--- config.mk ---
export PLATFORM = sky130hd
export DESIGN_NAME = tmo_timer
export DESIGN_NICKNAME = d
export VERILOG_FILES = /design/src/rtl/tmo_pkg.sv /design/src/rtl/tmo_ctrl.sv /design/src/rtl/tmo_datapath.sv /design/src/rtl/tmo_timer.sv
export SDC_FILE = /design/constraint.sdc
export NUM_CORES = 1
export LEC_CHECK = 0
export BUFFER_PORTS_ARGS = -buffer_cell sky130_fd_sc_hd__buf_4
export CORE_MARGIN = 4
export CORE_UTILIZATION = 25
export CTS_CLUSTER_DIAMETER = 100
export DETAILED_ROUTE_END_ITERATION = 16
export PLACE_DENSITY = 0.39
export REMOVE_ABC_BUFFERS = 1
export SYNTH_ARGS = -nofsm -noshare
export SYNTH_HDL_FRONTEND = slang
export SYNTH_SLANG_ARGS = --single-unit
--- constraint.sdc ---
create_clock -name clk -period 3 [get_ports clk]
set_input_delay 0.6 -clock clk [delete_from_list [all_inputs] [get_ports clk]]
set_output_delay 0.6 -clock clk [all_outputs]
set_load 0.01 [all_outputs]
--- src/rtl/tmo_pkg.sv ---
package tmo_pkg;

  // strobes passed from control to datapath
  typedef struct packed {
    logic load;   // start event: load reload value and run
    logic halt;   // stop event: freeze the counter
  } tmoStrobe_t;

  // register addresses
  localparam int ADDR_CMD    = 0;
  localparam int ADDR_MODE   = 1;
  localparam int ADDR_PRE_LO = 2;
  localparam int ADDR_RLD_HI = 3;
  localparam int ADDR_RLD_LO = 4;

  // command bits
  localparam int CMD_START_BIT = 0;
  localparam int CMD_STOP_BIT  = 1;
  localparam int CMD_CLR_BIT   = 2;

  // mode bits
  localparam int MODE_AUTO_BIT = 7;

endpackage

--- src/rtl/tmo_ctrl.sv ---
module tmo_ctrl
  import tmo_pkg::*;
#(
  parameter int DATA_W = 8,
  parameter int ADDR_W = 3,
  parameter int PRE_W  = 12,
  parameter int CNT_W  = 16
) (
  input  logic              clk,
  input  logic              rstN,
  input  logic              wrEn,
  input  logic [ADDR_W-1:0] wrAddr,
  input  logic [DATA_W-1:0] wrData,
  input  logic              txDone,
  input  logic              rxStart,
  input  logic              expire,
  output tmoStrobe_t        strobe,
  output logic [PRE_W-1:0]  prescale,
  output logic [CNT_W-1:0]  reload,
  output logic              autoMode,
  output logic              timerIrq
);

  localparam int PRE_HI_W = PRE_W - DATA_W;

  logic [PRE_HI_W-1:0] preHi;
  logic [DATA_W-1:0]   preLo;
  logic [DATA_W-1:0]   rldHi;
  logic [DATA_W-1:0]   rldLo;

  logic cmdWr;
  logic clrEv;

  assign cmdWr = wrEn && (wrAddr == ADDR_W'(ADDR_CMD));
  assign clrEv = cmdWr && wrData[CMD_CLR_BIT];

  always_comb begin
    strobe.load = (cmdWr && wrData[CMD_START_BIT]) || (autoMode && txDone);
    strobe.halt = (cmdWr && wrData[CMD_STOP_BIT])  || (autoMode && rxStart);
  end

  // configuration registers
  always_ff @(posedge clk) begin
    if (!rstN) begin
      autoMode <= 1'b0;
      preHi    <= '0;
      preLo    <= '0;
      rldHi    <= '0;
      rldLo    <= '0;
    end else if (wrEn) begin
      if (wrAddr == ADDR_W'(ADDR_MODE)) begin
        autoMode <= wrData[MODE_AUTO_BIT];
        preHi    <= wrData[PRE_HI_W-1:0];
      end
      if (wrAddr == ADDR_W'(ADDR_PRE_LO)) preLo <= wrData;
      if (wrAddr == ADDR_W'(ADDR_RLD_HI)) rldHi <= wrData;
      if (wrAddr == ADDR_W'(ADDR_RLD_LO)) rldLo <= wrData;
    end
  end

  // sticky interrupt: expiry wins over a concurrent clear
  always_ff @(posedge clk) begin
    if (!rstN)       timerIrq <= 1'b0;
    else if (expire) timerIrq <= 1'b1;
    else if (clrEv)  timerIrq <= 1'b0;
  end

  assign prescale = {preHi, preLo};
  assign reload   = CNT_W'({rldHi, rldLo});

endmodule

--- src/rtl/tmo_datapath.sv ---
module tmo_datapath
  import tmo_pkg::*;
#(
  parameter int PRE_W = 12,
  parameter int CNT_W = 16
) (
  input  logic             clk,
  input  logic             rstN,
  input  tmoStrobe_t       strobe,
  input  logic [PRE_W-1:0] prescale,
  input  logic [CNT_W-1:0] reload,
  output logic [CNT_W-1:0] count,
  output logic             running,
  output logic             expire
);

  // the divider counts 0..2P, giving 2P+1 cycles per tick
  localparam int PCNT_W = PRE_W + 1;

  logic [PCNT_W-1:0] preCnt;
  logic [PCNT_W-1:0] term;
  logic              tickHit;
  logic              lastTick;

  assign term     = {prescale, 1'b0};
  assign tickHit  = running && (preCnt >= term);
  assign lastTick = (count <= CNT_W'(1));
  assign expire   = tickHit && lastTick && !strobe.load && !strobe.halt;

  always_ff @(posedge clk) begin
    if (!rstN) begin
      preCnt  <= '0;
      count   <= '0;
      running <= 1'b0;
    end else if (strobe.load) begin
      preCnt  <= '0;
      count   <= reload;
      running <= 1'b1;
    end else if (strobe.halt) begin
      running <= 1'b0;
    end else if (running) begin
      if (tickHit) begin
        preCnt <= '0;
        if (lastTick) begin
          count   <= '0;
          running <= 1'b0;
        end else begin
          count <= count - CNT_W'(1);
        end
      end else begin
        preCnt <= preCnt + PCNT_W'(1);
      end
    end
  end

endmodule

--- src/rtl/tmo_timer.sv ---
module tmo_timer
  import tmo_pkg::*;
#(
  parameter int DATA_W = 8,
  parameter int ADDR_W = 3,
  parameter int PRE_W  = 12,
  parameter int CNT_W  = 16
) (
  input  logic              clk,
  input  logic              rstN,
  input  logic              wrEn,
  input  logic [ADDR_W-1:0] wrAddr,
  input  logic [DATA_W-1:0] wrData,
  input  logic              txDone,
  input  logic              rxStart,
  output logic              timerIrq,
  output logic              running,
  output logic [CNT_W-1:0]  count
);

  tmoStrobe_t       strobe;
  logic [PRE_W-1:0] prescale;
  logic [CNT_W-1:0] reload;
  logic             autoMode;
  logic             expire;

  tmo_ctrl #(
    .DATA_W(DATA_W), .ADDR_W(ADDR_W), .PRE_W(PRE_W), .CNT_W(CNT_W)
  ) u_ctrl (
    .clk      (clk),
    .rstN     (rstN),
    .wrEn     (wrEn),
    .wrAddr   (wrAddr),
    .wrData   (wrData),
    .txDone   (txDone),
    .rxStart  (rxStart),
    .expire   (expire),
    .strobe   (strobe),
    .prescale (prescale),
    .reload   (reload),
    .autoMode (autoMode),
    .timerIrq (timerIrq)
  );

  tmo_datapath #(
    .PRE_W(PRE_W), .CNT_W(CNT_W)
  ) u_dp (
    .clk      (clk),
    .rstN     (rstN),
    .strobe   (strobe),
    .prescale (prescale),
    .reload   (reload),
    .count    (count),
    .running  (running),
    .expire   (expire)
  );

endmodule

* Word-level counts from Yosys, hierarchy flattened
Cells that the tools add are included.
Widths: inputs -> output; s select.
** Storage, ports and cells
- Register bits after elaboration :: 60
- Input bits :: 16
- Output and inout port bits :: 18
- Logic and storage cells :: 58
** Cells by class
- $add $sub $neg :: 2
- Magnitude comparators :: 2
- Equality and inequality tests :: 5
- Mux-type cells :: 13
- Bitwise operators :: 2
- Reductions and logical operators :: 25
** Operator list (count)
- $mux 16 :: 5
- $le 16x1->1 const B :: 1
- $sub 16x1->16 const B :: 1
- $add 13x1->13 const B :: 1
- $ge 13x13->1 :: 1
- $mux 13 :: 1
- $logic_and 1x1->1 :: 10
- $reduce_and 2->1 :: 5
- $mux 1 :: 7
- $eq 3x2->1 const B :: 2
- $reduce_bool 2->1 :: 3
- $eq 3x1->1 const B :: 1
- $eq 3x3->1 const B :: 1
- $logic_not 3->1 :: 1
- $reduce_and 3->1 :: 1
- $logic_not 1->1 :: 2
- $logic_or 1x1->1 :: 2
- $ne 2x1->1 const B :: 1
- $not 1->1 :: 2
- $reduce_or 2->1 :: 1

* Logic depth before layout (Yosys ltp)
- Depth after elaboration :: 8
- Depth in mapped cells :: 10
- Mapped depth without buffers :: 8

* Hierarchy
A second synthesis with hierarchy kept.
** Second synthesis, totals
- Cells, all modules :: 370
- Area total of the unflattened synthesis :: 3156.8 µm²
** By module, submodules not included
- tmo_datapath :: instances 1, cells each 256, area each 1979.4 µm², seq. area each 600.6 µm²
- tmo_ctrl :: instances 1, cells each 114, area each 1177.4 µm², seq. area each 600.6 µm²

* Least setup slack after synthesis
Ideal clock, no wire load.
- Path kind :: flip-flop to flip-flop
- From :: register u_dp.count[0]
- To :: register u_dp.count[7]
- Library setup time :: 0.091 ns
- Data arrival time :: 2.000 ns
- Data required time :: 2.909 ns
- Path slack :: 0.909 ns
- Stages on the path, launching flop included :: 9
- Buffers on the path :: 1
- Period minus slack after synthesis :: 2.091 ns
- Path through :: dfxtp_1 -> inv_1 -> ha_1 -> clkbuf_1 -> o2111a_1 -> and2_2 -> or2b_1 -> a21o_1 -> a311oi_1
** On the way
- Cells in the longest elaborated chain, start to end :: 6
- Elaborated cells between the ends (all ways) :: 7
- Those cells by class :: add/sub: 1; order compare: 1; mux: 5
** Ends and longest elaborated chain
- start, declared :: line tmo_datapath.sv:12 : output logic [CNT_W-1:0] count,
- start signal, assigned :: line tmo_datapath.sv:37 : count <= reload;
- start signal, assigned :: line tmo_datapath.sv:48 : count <= count - CNT_W'(1);
- $sub 16x1->16 / $le 16x1->1 (equally long branches) :: line tmo_datapath.sv:48, tmo_datapath.sv:27
- $mux 16 * :: line tmo_datapath.sv:44 : if (lastTick) begin
- $mux 16 * :: line tmo_datapath.sv:42 : if (tickHit) begin
- $mux 16 * :: line tmo_datapath.sv:41 : end else if (running) begin
- $mux 16 * :: line tmo_datapath.sv:39 : end else if (strobe.halt) begin
- $mux 16 * :: line tmo_datapath.sv:35 : end else if (strobe.load) begin
Mark *: on every way between the ends. The rest lies on a longest branch, timed or not. The select of a mux whose other input is x is not followed.
A chain may end at the register's enable or synchronous reset.

* Final worst setup path
Same ends and word-level chain as after synthesis.

==> summary.txt <==
area delta synth->final = 23.7%
global route total overflow = 0
crit path capture type = register
Rows = 40
CTS Hold Bufs = 0
Pleak = 1.50 nW
fmax = 426 MHz
Psw = 0.609 mW
placed cell area = 3580 um2
number of clock sinks = 60
Die Y = 119 um
total track usage = 13.0%
Min Clock Period, post-route = 2350 ps
vias in the first global route = 2607
Worst VDD drop = 0.000240 V
clock share of power = 40.9%
DR vias/cell = 4.52
initial antenna violation count = 0
Sw Share = 28.0%
hold slack = 455 ps
Req. time, crit path = 3220 ps
clk_lat worst skew = 330 ps
Area contributors post-synth = dfxtp_1, nor2_1, ha_1
share of post-route cells with drive strength above 1 = 17.2%
CTS Buf Count = 9
diode count = 0
met2 Usage GRT = 20.6%
Hold Fails Final Rpt = 0
Post-DP HPWL = 6370 um
DRC violations left = 0
Comb pwr share = 20.1%
DR WL/cell = 15.0 um
synthesized area = 3100 um2
Gate Count Post-Synth = 370
Worst setup SP type = register
first-pass GRT wire length = 14500 um
Post-CTS Setup Bufs = 0
gr busiest metal = met2
Pint = 1.57 mW
Max Cap Violations = 0
pwr/cell area = 568 nW/um2
GPL Wtd Cong = 0.693
crit share post-route = 78.2%
share of the synthesized area in the top cell type = 38.8%
ys flop type = dfxtp_1
Synth Area per Inst = 8.37 um2
Rel. slew slack = 42.1%
htree depth = 3
cell accounting for the most synthesized area = dfxtp_1
Unique masters post-synth = 52
grt met1 use = 17.4%
final setup fails = 0
total number of vias = 2629
Die Span X = 119 um
Async S/R FF share, synth = 0%
#FFs+latches synth = 60
clock transition at the registers of the reported paths = 50 ps
number of iterations in the first detailed-routing pass = 4
IO Port Bufs = 33
post-cts resize count = 0
reg-to-reg slack, setup = 650 ps
Worst-Margin Slew = 867 ps
YS warnings = 0
worst hold path class = register to register
Flop pwr share = 38.9%
I/O pins = 34
status = finished, final reports clean
CTS tree = built
Crit Path Category = register to register
design area = 3830 um2
clk buf depth = 2
critical path peak fanout = 10
Die ar. = 14200 um2
Root Buffer = clkbuf_16
Final Max Tran Viols = 0
GR Util met3 = 3.56%
critical path arrival = 2570 ps
Starting Density = 25.7%
routed wire length = 8730 um
RSZ-0062 raised after global routing = no
Layout Skew = 6.82 ps
setup tns final = 0 ps
Final nets = 440
largest net degree at the start of global routing = 47
EDFF count, synth = 0
sequential area share after synthesis = 38.8%
Core Area = 12100 um2
Iter 0 DRT Violations = 133
Post-DRT Antenna Nets = 0
-- sequential cells by signal, summed over array words and instances (netlist names) --
signal,flops
u_ctrl.timerIrq,1
u_dp.preCnt,13
u_ctrl.preHi,4
u_ctrl.rldLo,8
u_ctrl.autoMode,1
u_ctrl.rldHi,8
u_dp.running,1
u_dp.count,16
u_ctrl.preLo,8
-- cell usage after synthesis (2+ instances only) --
library cell and number:
nand2_1 46, nand4_1 7, inv_1 17, nand3_1 2, o21ai_0 5, clkbuf_1 9
a21boi_0 2, ha_1 15, a311oi_1 5, nand3_2 3, xnor2_1 8, o21a_1 2
and3_1 5, buf_2 6, nor4bb_1 2, a22oi_1 7, a32o_1 2, mux2i_1 14
xor2_1 12, o211ai_1 4, a2bb2oi_1 2, nor2_1 66, a211oi_1 9, dfxtp_1 60
nor3_1 6, a21oi_1 28
-- kinds of logic after synthesis --
family	Yosys count	synth area share (%)
adders and majority gates	15	6.06
DFF	60	38.8
and+or+nand+nor	151	23.3
xor gates and xnor gates	21	6.18
AOI/OAI and AO/OA	75	16.7
muxes	14	4.52
buffers and inverters	34	4.48
-- power by group through the flow --
| stage | Clock (mW) | Sequential, mW | Combinational (mW) |
|---|---|---|---|
| floorplan | 0 | 0.862 | 0.284 |
| global placement | 0 | 0.863 | 0.443 |
| detailed placement | 0 | 0.863 | 0.439 |
| CTS | 0.926 | 0.846 | 0.442 |
| global route | 0.961 | 0.849 | 0.490 |
| finish | 0.891 | 0.847 | 0.438 |
-- worst max-delay path, cell delays in order (launching register included) --
cell and delay [ps]:
dfxtp_1 450, inv_1 110, ha_1 350, o2111a_1 360, and2_2 260, or2b_1 260
a21o_1 160, a311oi_1 280
-- through the flow --
stage               util, %  power [mW]  setup slack (ps)  cells
floorplan                 -        1.15               697    354
global placement       29.7        1.31               438    566
detailed placement     29.7        1.30               464    566
CTS                    31.8        2.21               660    581
global route           31.8        2.30               432    581
finish                 31.8        2.18               655    581
-- placed cells by master (no fill, tap or decap), types with 3 or more instances in the layout --
cell       instances
nor2_1            66
a21oi_1           28
and3_1             5
clkbuf_16          9
a311oi_1           5
xor2_1            12
nand4_1            7
a211oi_1           9
nor3_1             6
o211ai_1           4
xnor2_1            8
clkbuf_1           3
ha_1              15
inv_1             17
a22oi_1            7
clkinv_2           3
mux2i_1           14
nand2_1           46
dfxtp_1           60
buf_4             44
o21ai_0            5
nand3_2            3
-- final cells by class --
cell class	count	area (um2)
repair buffers	44	330
fillers	1297	8230
clock inverters	3	15.0
clock buffers	12	236
inverters	18	67.6
well taps	168	210
multi-input cells	276	1770
flip-flops and latches	60	1200
-- per-layer routing --
layer / up-vias / part of all wire, %
li1: 1371 / -
met1: 1211 / 50
met2: 40 / 45
met3: 7 / 4.2
met4: 0 / 1.1
met5: - / 0
-- worst paths after layout --
| path | from | endpoint | depth (start not counted) |
|---|---|---|---|
| max | u_dp.count[0] | u_dp.count[7] | 7 |
| min | u_ctrl.rldHi[7] | u_ctrl.rldHi[7] | 2 |
| max reg2reg | u_dp.count[0] | u_dp.count[7] | 7 |
| min reg2reg | u_ctrl.rldHi[7] | u_ctrl.rldHi[7] | 2 |
No activity file was read; power rests on OpenSTA's default activity.
